File: config.mk
export PLATFORM = sky130hd
export DESIGN_NAME = vfd_scan_dimmer
export DESIGN_NICKNAME = d
export VERILOG_FILES = /design/src/rtl/vfd_scan_pkg.sv /design/src/rtl/vfd_slot_timer.sv /design/src/rtl/vfd_dim_window.sv /design/src/rtl/vfd_bank_mux.sv /design/src/rtl/vfd_scan_dimmer.sv
export SDC_FILE = /design/constraint.sdc
export NUM_CORES = 1
export LEC_CHECK = 0
export BUFFER_PORTS_ARGS = -buffer_cell sky130_fd_sc_hd__buf_2
export CORE_AREA = 4 4 141 143
export DETAILED_ROUTE_END_ITERATION = 12
export DIE_AREA = 0 0 145 147
export PLACE_DENSITY = 0.73
export SYNTH_ARGS = -nofsm -noshare
export SYNTH_HDL_FRONTEND = slang
export SYNTH_SLANG_ARGS = --single-unit
File: constraint.sdc
create_clock -name clk_i -period 4.2 [get_ports clk_i]
set_input_delay 0.21 -clock clk_i [delete_from_list [all_inputs] [get_ports clk_i]]
set_output_delay 0.21 -clock clk_i [all_outputs]
set_load 0.01 [all_outputs]
File: src/rtl/vfd_scan_pkg.sv
package vfd_scan_pkg;
    localparam int unsigned SEG_W_DEF     = 88;
    localparam int unsigned DIGITS_DEF    = 3;
    localparam int unsigned SLOT_CLKS_DEF = 2048;
    localparam int unsigned DIM_W_DEF     = 10;
    localparam int unsigned GAP_CLKS_DEF  = 2;
endpackage

File: src/rtl/vfd_slot_timer.sv
module vfd_slot_timer #(
    parameter int unsigned SLOT_CLKS = 2048,
    parameter int unsigned DIGITS    = 3,
    localparam int unsigned SLOT_W   = $clog2(SLOT_CLKS),
    localparam int unsigned DIG_W    = (DIGITS > 1) ? $clog2(DIGITS) : 1
) (
    input  logic              clk_i,
    input  logic              rst_ni,
    output logic [SLOT_W-1:0] cnt_q_o,
    output logic [DIG_W-1:0]  dig_q_o,
    output logic [SLOT_W-1:0] cnt_nxt_o,
    output logic [DIG_W-1:0]  dig_nxt_o,
    output logic              slot_open_o
);
    typedef struct packed {
        logic [SLOT_W-1:0] cnt;
        logic [DIG_W-1:0]  dig;
    } tmr_t;

    tmr_t tmr_d, tmr_q;
    logic last_clk;

    always_comb begin
        tmr_d    = tmr_q;
        last_clk = (tmr_q.cnt == SLOT_W'(SLOT_CLKS - 1));
        if (last_clk) begin
            tmr_d.cnt = '0;
            if (tmr_q.dig == DIG_W'(DIGITS - 1)) begin
                tmr_d.dig = '0;
            end else begin
                tmr_d.dig = tmr_q.dig + 1'b1;
            end
        end else begin
            tmr_d.cnt = tmr_q.cnt + 1'b1;
        end
    end

    // Reset parks the scan on the final clock of the last digit, so the
    // first edge after release opens digit one at slot clock 0.
    always_ff @(posedge clk_i) begin
        if (!rst_ni) begin
            tmr_q.cnt <= SLOT_W'(SLOT_CLKS - 1);
            tmr_q.dig <= DIG_W'(DIGITS - 1);
        end else begin
            tmr_q <= tmr_d;
        end
    end

    assign cnt_q_o     = tmr_q.cnt;
    assign dig_q_o     = tmr_q.dig;
    assign cnt_nxt_o   = tmr_d.cnt;
    assign dig_nxt_o   = tmr_d.dig;
    assign slot_open_o = last_clk;
endmodule

File: src/rtl/vfd_dim_window.sv
module vfd_dim_window #(
    parameter int unsigned SLOT_W   = 11,
    parameter int unsigned DIM_W    = 10,
    parameter int unsigned GAP_CLKS = 2,
    localparam int unsigned EW      = SLOT_W + 1,
    localparam int unsigned STEP_SH = SLOT_W - DIM_W
) (
    input  logic [SLOT_W-1:0] cnt_i,
    input  logic [DIM_W-1:0]  dim_i,
    output logic              lit_o
);
    logic [EW-1:0] stop_w;
    logic [EW-1:0] cnt_w;

    // One dimmer step equals 2^STEP_SH clocks of on-time.
    assign stop_w = EW'(GAP_CLKS) + (EW'(dim_i) << STEP_SH);
    assign cnt_w  = EW'(cnt_i);
    assign lit_o  = (cnt_w >= EW'(GAP_CLKS)) && (cnt_w < stop_w);
endmodule

File: src/rtl/vfd_bank_mux.sv
module vfd_bank_mux #(
    parameter int unsigned SEG_W  = 88,
    parameter int unsigned DIGITS = 3,
    localparam int unsigned DIG_W = (DIGITS > 1) ? $clog2(DIGITS) : 1
) (
    input  logic [SEG_W*DIGITS-1:0] bits_i,
    input  logic [DIG_W-1:0]        sel_i,
    output logic [SEG_W-1:0]        seg_o
);
    logic [SEG_W-1:0] part [DIGITS];

    for (genvar k = 0; k < DIGITS; k++) begin : g_bank
        assign part[k] = (sel_i == DIG_W'(k)) ? bits_i[k*SEG_W +: SEG_W] : '0;
    end

    always_comb begin
        seg_o = '0;
        for (int k = 0; k < DIGITS; k++) begin
            seg_o = seg_o | part[k];
        end
    end
endmodule

File: src/rtl/vfd_scan_dimmer.sv
module vfd_scan_dimmer
    import vfd_scan_pkg::*;
#(
    parameter int unsigned SEG_W     = SEG_W_DEF,
    parameter int unsigned DIGITS    = DIGITS_DEF,
    parameter int unsigned SLOT_CLKS = SLOT_CLKS_DEF,
    parameter int unsigned DIM_W     = DIM_W_DEF,
    parameter int unsigned GAP_CLKS  = GAP_CLKS_DEF
) (
    input  logic                    clk_i,
    input  logic                    rst_ni,
    input  logic                    disp_on_i,
    input  logic [DIM_W-1:0]        dimmer_i,
    input  logic [SEG_W*DIGITS-1:0] disp_bits_i,
    output logic [DIGITS-1:0]       digit_o,
    output logic [SEG_W-1:0]        seg_o
);
    localparam int unsigned SLOT_W = $clog2(SLOT_CLKS);
    localparam int unsigned DIG_W  = (DIGITS > 1) ? $clog2(DIGITS) : 1;

    typedef struct packed {
        logic [DIM_W-1:0]  dim;
        logic [SEG_W-1:0]  seg;
        logic [DIGITS-1:0] grid;
    } state_t;

    state_t st_d, st_q;

    logic [SLOT_W-1:0] slot_cnt_q, slot_cnt_nxt;
    logic [DIG_W-1:0]  digit_idx_q, digit_idx_nxt;
    logic              slot_open;
    logic [DIM_W-1:0]  dim_sel;
    logic [DIM_W-1:0]  dim_lat;
    logic [SEG_W-1:0]  bank_seg;
    logic              lit_nxt;

    function automatic logic [DIM_W-1:0] clamp_dim(input logic [DIM_W-1:0] v);
        return (&v) ? (v - DIM_W'(1)) : v;
    endfunction

    vfd_slot_timer #(
        .SLOT_CLKS (SLOT_CLKS),
        .DIGITS    (DIGITS)
    ) u_timer (
        .clk_i       (clk_i),
        .rst_ni      (rst_ni),
        .cnt_q_o     (slot_cnt_q),
        .dig_q_o     (digit_idx_q),
        .cnt_nxt_o   (slot_cnt_nxt),
        .dig_nxt_o   (digit_idx_nxt),
        .slot_open_o (slot_open)
    );

    vfd_bank_mux #(
        .SEG_W  (SEG_W),
        .DIGITS (DIGITS)
    ) u_mux (
        .bits_i (disp_bits_i),
        .sel_i  (digit_idx_nxt),
        .seg_o  (bank_seg)
    );

    // Dimmer code for the slot entered at the next edge.
    assign dim_sel = slot_open ? clamp_dim(dimmer_i) : st_q.dim;

    vfd_dim_window #(
        .SLOT_W   (SLOT_W),
        .DIM_W    (DIM_W),
        .GAP_CLKS (GAP_CLKS)
    ) u_window (
        .cnt_i (slot_cnt_nxt),
        .dim_i (dim_sel),
        .lit_o (lit_nxt)
    );

    always_comb begin
        st_d     = st_q;
        st_d.dim = dim_sel;
        if (slot_open) begin
            st_d.seg = bank_seg;
        end
        st_d.grid = lit_nxt ? (DIGITS'(1) << digit_idx_nxt) : '0;
    end

    always_ff @(posedge clk_i) begin
        if (!rst_ni) begin
            st_q <= '0;
        end else begin
            st_q <= st_d;
        end
    end

    assign dim_lat = st_q.dim;
    assign seg_o   = st_q.seg  & {SEG_W{disp_on_i}};
    assign digit_o = st_q.grid & {DIGITS{disp_on_i}};
endmodule

* Yosys cells after proc, flatten, opt, wreduce, memory -nomap -nowiden *
Cells that the tools add are included.

operators by class
  add/subtract/negate cells = 4
  multipliers = 0
  divide/modulo/power cells = 0
  $lt $le $gt $ge = 2
  eq/ne operators = 4
  shift operators = 1
  multiplexer cells = 8
  bitwise logic cells = 4
  reductions and logical operators = 4

operator list
  operator               count
  $mux 88                3
  $or 88x88->88          2
  $and 88x88->88         1
  $mux 10                2
  $add 2x11->12 const A  1
  $lt 11x12->1           1
  $add 11x1->11 const B  1
  $eq 11x11->1 const B   1
  $ge 11x2->1 const B    1
  $mux 11                1
  $reduce_and 10->1      1
  $sub 10x1->10 const B  1
  $eq 2x2->1 const B     2
  $mux 2                 2
  $and 3x3->3            1
  $shl 1x2->3 const A    1
  $add 2x1->2 const B    1
  $eq 2x1->1 const B     1
  $logic_not 2->1        1
  $reduce_and 2->1       1
  $logic_and 1x1->1      1

storage, ports and cells
  flip-flop bits (word level) = 114
  latch bits = 0
  bits in writable memories = 0
  memory bits (read-only) = 0
  input bits = 277
  output and inout bits = 91
  logic and storage cells = 32
  memories = 0

* Logic depth before layout (Yosys ltp) *
  depth after elaboration = 7
  mapped depth = 20
  gate-level depth less buffers = 20

* Hierarchy *
A second synthesis with hierarchy kept.

second synthesis, totals
  cell total of the unflattened synthesis = 774
  area total of the unflattened synthesis = 7252.0 um2

modules (own cells, without submodules)
  module           instances  cells each  area each (um2)  sequential area each (um2)
  vfd_scan_dimmer  1          442         4242.8           2021.9
  vfd_bank_mux     1          207         1938.1           0.0
  vfd_slot_timer   1          79          690.7            260.2
  vfd_dim_window   1          46          380.4            0.0

* Least setup slack after synthesis *
No wires, ideal clock.

  path type = register to register
  start = reg u_timer.tmr_q (netlist bit u_timer.cnt_q_o[0])
  end = reg st_q[1] in the netlist's numbering
  setup time = 0.130 ns
  data arrival time = 3.515 ns
  required time = 4.070 ns
  path slack = 0.555 ns
  stages on the path, launching flop included = 20
  path buffers = 1
  period minus slack after synthesis = 3.645 ns
  cell sequence = dfxtp_1 ha_1 and4_4 buf_6 a41oi_1 a31oi_2 ha_1 nand3_1 nor4_1 nand2_1 a21oi_1 xor2_1 mux2i_1 ha_1 o21ai_0 nand2b_1 a21oi_1 or3b_2 a21oi_2 nor4_1

on the way
  word-level cells in the longest chain between the ends = 6
  elaborated cells on any way between the ends = 11
  classes of those cells = 2 x add/sub; 2 x order compare; 1 x eq/ne; 1 x shift; 3 x mux; 2 x reduce/logical

ends and longest elaborated chain
  element                     RTL line               source
  from (decl)                 vfd_slot_timer.sv:20   tmr_t tmr_d, tmr_q;
  from (signal assigned)      vfd_slot_timer.sv:45   tmr_q <= tmr_d;
  $eq 11x11->1                vfd_slot_timer.sv:25   last_clk = (tmr_q.cnt == SLOT_W'(SLOT_CLKS - 1));
  $mux 10                     vfd_scan_dimmer.sv:64  assign dim_sel = slot_open ? clamp_dim(dimmer_i) : st_q.dim;
  named net dim_sel[0]        vfd_scan_dimmer.sv:32  logic [DIM_W-1:0] dim_sel;
  $add 2x11->12               vfd_dim_window.sv:16   assign stop_w = EW'(GAP_CLKS) + (EW'(dim_i) << STEP_SH);
  $lt 11x12->1                vfd_dim_window.sv:18   assign lit_o = (cnt_w >= EW'(GAP_CLKS)) && (cnt_w < stop_w);
  $logic_and 1x1->1           vfd_dim_window.sv:18
  $reduce_and 2->1 (no line)  --
  to (signal assigned)        vfd_scan_dimmer.sv:89  st_q <= st_d;
  to (decl)                   vfd_scan_dimmer.sv:27  state_t st_d, st_q;

The timed path passes the listed nets, and every way through them passes these cells.
A chain may end at the register's enable or synchronous reset.

* Final worst setup path *
  start = reg u_timer.tmr_q (netlist bit u_timer.cnt_q_o[0])
  end = reg st_q[2] in the netlist's numbering

Same word-level chain as after synthesis.

==> results.ini <==
[route]
wire_per_inst_um = 14.9
drt_iter0_markers = 426
drt-vias-per-instance = 4.93
wirelength_um = 23600
ant_nets = 0
drt_first_pass_iters = 5
route.detailed.drc = 0
route.vias.total = 7796

[power_and_ir_drop]
p_leak_nw = 4.52
powerDensity_nw_per_um2 = 584
pwr-share-comb_pct = 41.9
power.share.sequential_pct = 29.0
sw_frac_of_total_pct = 38.9
clockPowerShare_pct = 29.1
peakVddDrop_uv = 354
power.switching_w = 0.00226
internal-power_w = 0.00355

[cts]
path_clk_slew_ns = 0.05
ctsRootBufferMaster = sky130_fd_sc_hd__clkbuf_16
clock_sinks = 114
post_cts_hold_buffer_count = 0
number_of_buffers_added_by_the_clock_tree_synthesis_step = 17
cts_tree = done
worst_skew_pair_later_pin_latency_ns = 0.41
cts_max_level = 4
clock_tree.buffer_depth = 2

[setup_path]
timing.critical_path.from_type = flop
req_time_crit_path_ns = 4.49
cp-startpoint = u_timer.cnt_q_o[0]
worst-path-max-fanout = 6
critical_path_arrival_ns = 4.13
critical_path.reg2reg.startpoint = u_timer.cnt_q_o[0]
worstSetupPathType = flop to flop
worst-r2r-cell-count = 18
crit_end_category = flop

[timing]
final.period_utilization_pct = 91.5
final.setup_skew_ns = 0.00838
rsz0062_at_grt = no
setup-tns-final_ns = 0
maxClockFrequency_ghz = 0.260
hold_violations = 0
final_max_slew_viol_count = 0
slew_worst_pin_ns = 0.956
worst_slew_margin_rel_pct = 36.2
final.min_clock_period_ns = 3.84
final-setup-viol-count = 0

[yosys]
syn_nets = 1314
ys.warnings.count = 0
synthFlopType = sky130_fd_sc_hd__dfxtp_1
post_synth_num_cell_types = 51
synthArstFlopShare_pct = 0
synth_edf_count = 0
synth_sequential_area_ratio_pct = 31.0
yosysTopAreaCellShare_pct = 31.0
ys_seq_elements = 114
ys_top_cells_by_area = sky130_fd_sc_hd__dfxtp_1, sky130_fd_sc_hd__nand2_1, sky130_fd_sc_hd__mux2i_1, sky130_fd_sc_hd__and2_1, sky130_fd_sc_hd__a21oi_1
syn_avg_cell_area_sq_um = 7.20
synth_largest_area_cell = sky130_fd_sc_hd__dfxtp_1
post_synth_instance_area_sq_um = 7370
postSynthCellCount = 1023

[global_route]
largest_net_degree_at_the_start_of_global_routing = 94
grt_pass1_wl_um = 36500
grt_overflow = 0
first_global_vias = 7222
groute.usage.overall_pct = 20.8
grt_antenna_before_repair = 4

[die]
core_region_area_sq_um = 18600
initial_core_util_pct = 39.7
ioPinCount = 368
die_width_um = 145
die_area_sq_um = 21300
std_cell_rows = 50
fp.dieH_um = 147

[run]
number_of_violations_of_the_max_capacitance_limit = 0

[hold_path]
timing.hold.worst.start = dimmer_i[9]
holdPathStages = 3
min-delay-path-class = primary input to flop

[final_layout]
layout_commonest_cell = sky130_fd_sc_hd__buf_2
final_nets = 1625
area_growth_syn_to_fin_pct = 35.2
fillerInstances = 1820
most-common-layout-cells = sky130_fd_sc_hd__buf_2, sky130_fd_sc_hd__nand2_1, sky130_fd_sc_hd__dfxtp_1, sky130_fd_sc_hd__a21oi_1, sky130_fd_sc_hd__o21ai_0
layout-drive-gt1-share_pct = 32.2
postLayoutCoreUtil_pct = 53.6

[placed_design]
detailedPlacementHpwl_um = 18000
io_buffers = 367
gp_routability_congestion = 0.892

[run_status]
outcome = completed

## registers in the layout, summed over array words and instances (netlist names)
signal,flops
dim_lat,10
st_q,91
u_timer.cnt_q_o,11
u_timer.dig_q_o,2
## power groups by stage
stage | sequential [W] | clock [W] | combinational [W]
CTS | 0.00168 | 0.00173 | 0.00240
global route | 0.00174 | 0.00177 | 0.00274
global placement | 0.00168 | 0 | 0.00235
detailed placement | 0.00170 | 0 | 0.00239
floorplan | 0.00151 | 0 | 0.00193
finish | 0.00169 | 0.00169 | 0.00243
## metal layers
layer / share of wire (%) / global-route usage, % / vias to the layer above
met5: 0.11 / 0 / -
met4: 2.7 / 8.17 / 4
met3: 7.5 / 5.95 / 37
met2: 49 / 36.9 / 285
met1: 40 / 23.6 / 3407
li1: - / - / 4063
## area by class of cell
type / instances / area [sq um] / area share, %
multi-input combinational: 818 / 4720 / 47.4
sequential: 114 / 2290 / 23.0
timing repair buffer: 375 / 1930 / 19.3
clock buffer: 20 / 478 / 4.80
tap: 234 / 293 / 2.94
clock inverter: 11 / 221 / 2.22
inverter: 8 / 31.3 / 0.314
antenna: 2 / 5.00 / 0.0502
## path summary, 6_finish.rpt
kind / slack (ns) / to
worst max register to register: 0.36 / st_q[2]
worst max-delay path: 0.36 / st_q[2]
worst min-delay path: 0.11 / dim_lat[9]
worst min register to register: 0.45 / st_q[46]
## critical path: stages (launching register included)
cell	delay, ns
sky130_fd_sc_hd__dfxtp_1	0.43
sky130_fd_sc_hd__ha_4	0.22
sky130_fd_sc_hd__and4_4	0.27
sky130_fd_sc_hd__a41oi_1	0.15
sky130_fd_sc_hd__a31oi_2	0.23
sky130_fd_sc_hd__ha_1	0.24
sky130_fd_sc_hd__nand3_1	0.11
sky130_fd_sc_hd__nor4_2	0.21
sky130_fd_sc_hd__nand2_2	0.15
sky130_fd_sc_hd__a21oi_1	0.18
sky130_fd_sc_hd__xor2_1	0.16
sky130_fd_sc_hd__mux2i_1	0.10
sky130_fd_sc_hd__ha_1	0.33
sky130_fd_sc_hd__o21ai_0	0.09
sky130_fd_sc_hd__nand2b_1	0.07
sky130_fd_sc_hd__a21oi_1	0.06
sky130_fd_sc_hd__or3b_2	0.47
sky130_fd_sc_hd__a21oi_2	0.17
sky130_fd_sc_hd__nor3_1	0.08
## synth_stat cells (3+ instances only)
cell type,instances
sky130_fd_sc_hd__a21oi_1,104
sky130_fd_sc_hd__a31oi_1,3
sky130_fd_sc_hd__and2_1,95
sky130_fd_sc_hd__and3_1,4
sky130_fd_sc_hd__and4_1,3
sky130_fd_sc_hd__buf_2,20
sky130_fd_sc_hd__buf_4,4
sky130_fd_sc_hd__buf_6,3
sky130_fd_sc_hd__clkbuf_1,54
sky130_fd_sc_hd__dfxtp_1,114
sky130_fd_sc_hd__ha_1,14
sky130_fd_sc_hd__inv_1,8
sky130_fd_sc_hd__mux2i_1,91
sky130_fd_sc_hd__nand2_1,300
sky130_fd_sc_hd__nand3_1,11
sky130_fd_sc_hd__nand4_1,5
sky130_fd_sc_hd__nor2_1,10
sky130_fd_sc_hd__nor3_1,9
sky130_fd_sc_hd__nor4_1,4
sky130_fd_sc_hd__o21ai_0,98
sky130_fd_sc_hd__o31ai_1,3
sky130_fd_sc_hd__or2_2,6
sky130_fd_sc_hd__xnor2_1,16
sky130_fd_sc_hd__xor2_1,8
## logic make-up after synthesis
| group | count (synthesis) | share of synthesized area, % |
|---|---|---|
| DFF | 114 | 31.0 |
| muxes | 92 | 12.5 |
| buffers and inverters | 91 | 5.48 |
| and+or+nand+nor | 464 | 29.6 |
| AOI/OAI and AO/OA | 224 | 16.2 |
| xor gates and xnor gates | 24 | 2.85 |
| adders and majority gates | 14 | 2.38 |
## repair_timing
item	in CTS	in global routing
setup endpoints to repair	0	3
gates resized for setup	0	8
endpoints found under the hold margin	0	0
buffers inserted	0	1
## per-stage QoR
step	total power [W]	area (sq um)	std cells	hold slack, ns	worst slack, ns
finish	0.00581	9960	1582	0.106	0.356
global placement	0.00403	9210	1548	0.437	0.170
CTS	0.00580	9910	1579	0.0774	0.103
floorplan	0.00344	7370	1023	0.346	0.555
global route	0.00625	9960	1582	0.0866	0.0248
detailed placement	0.00409	9210	1548	0.442	0.0807
Power figures use the tool's default switching activity.
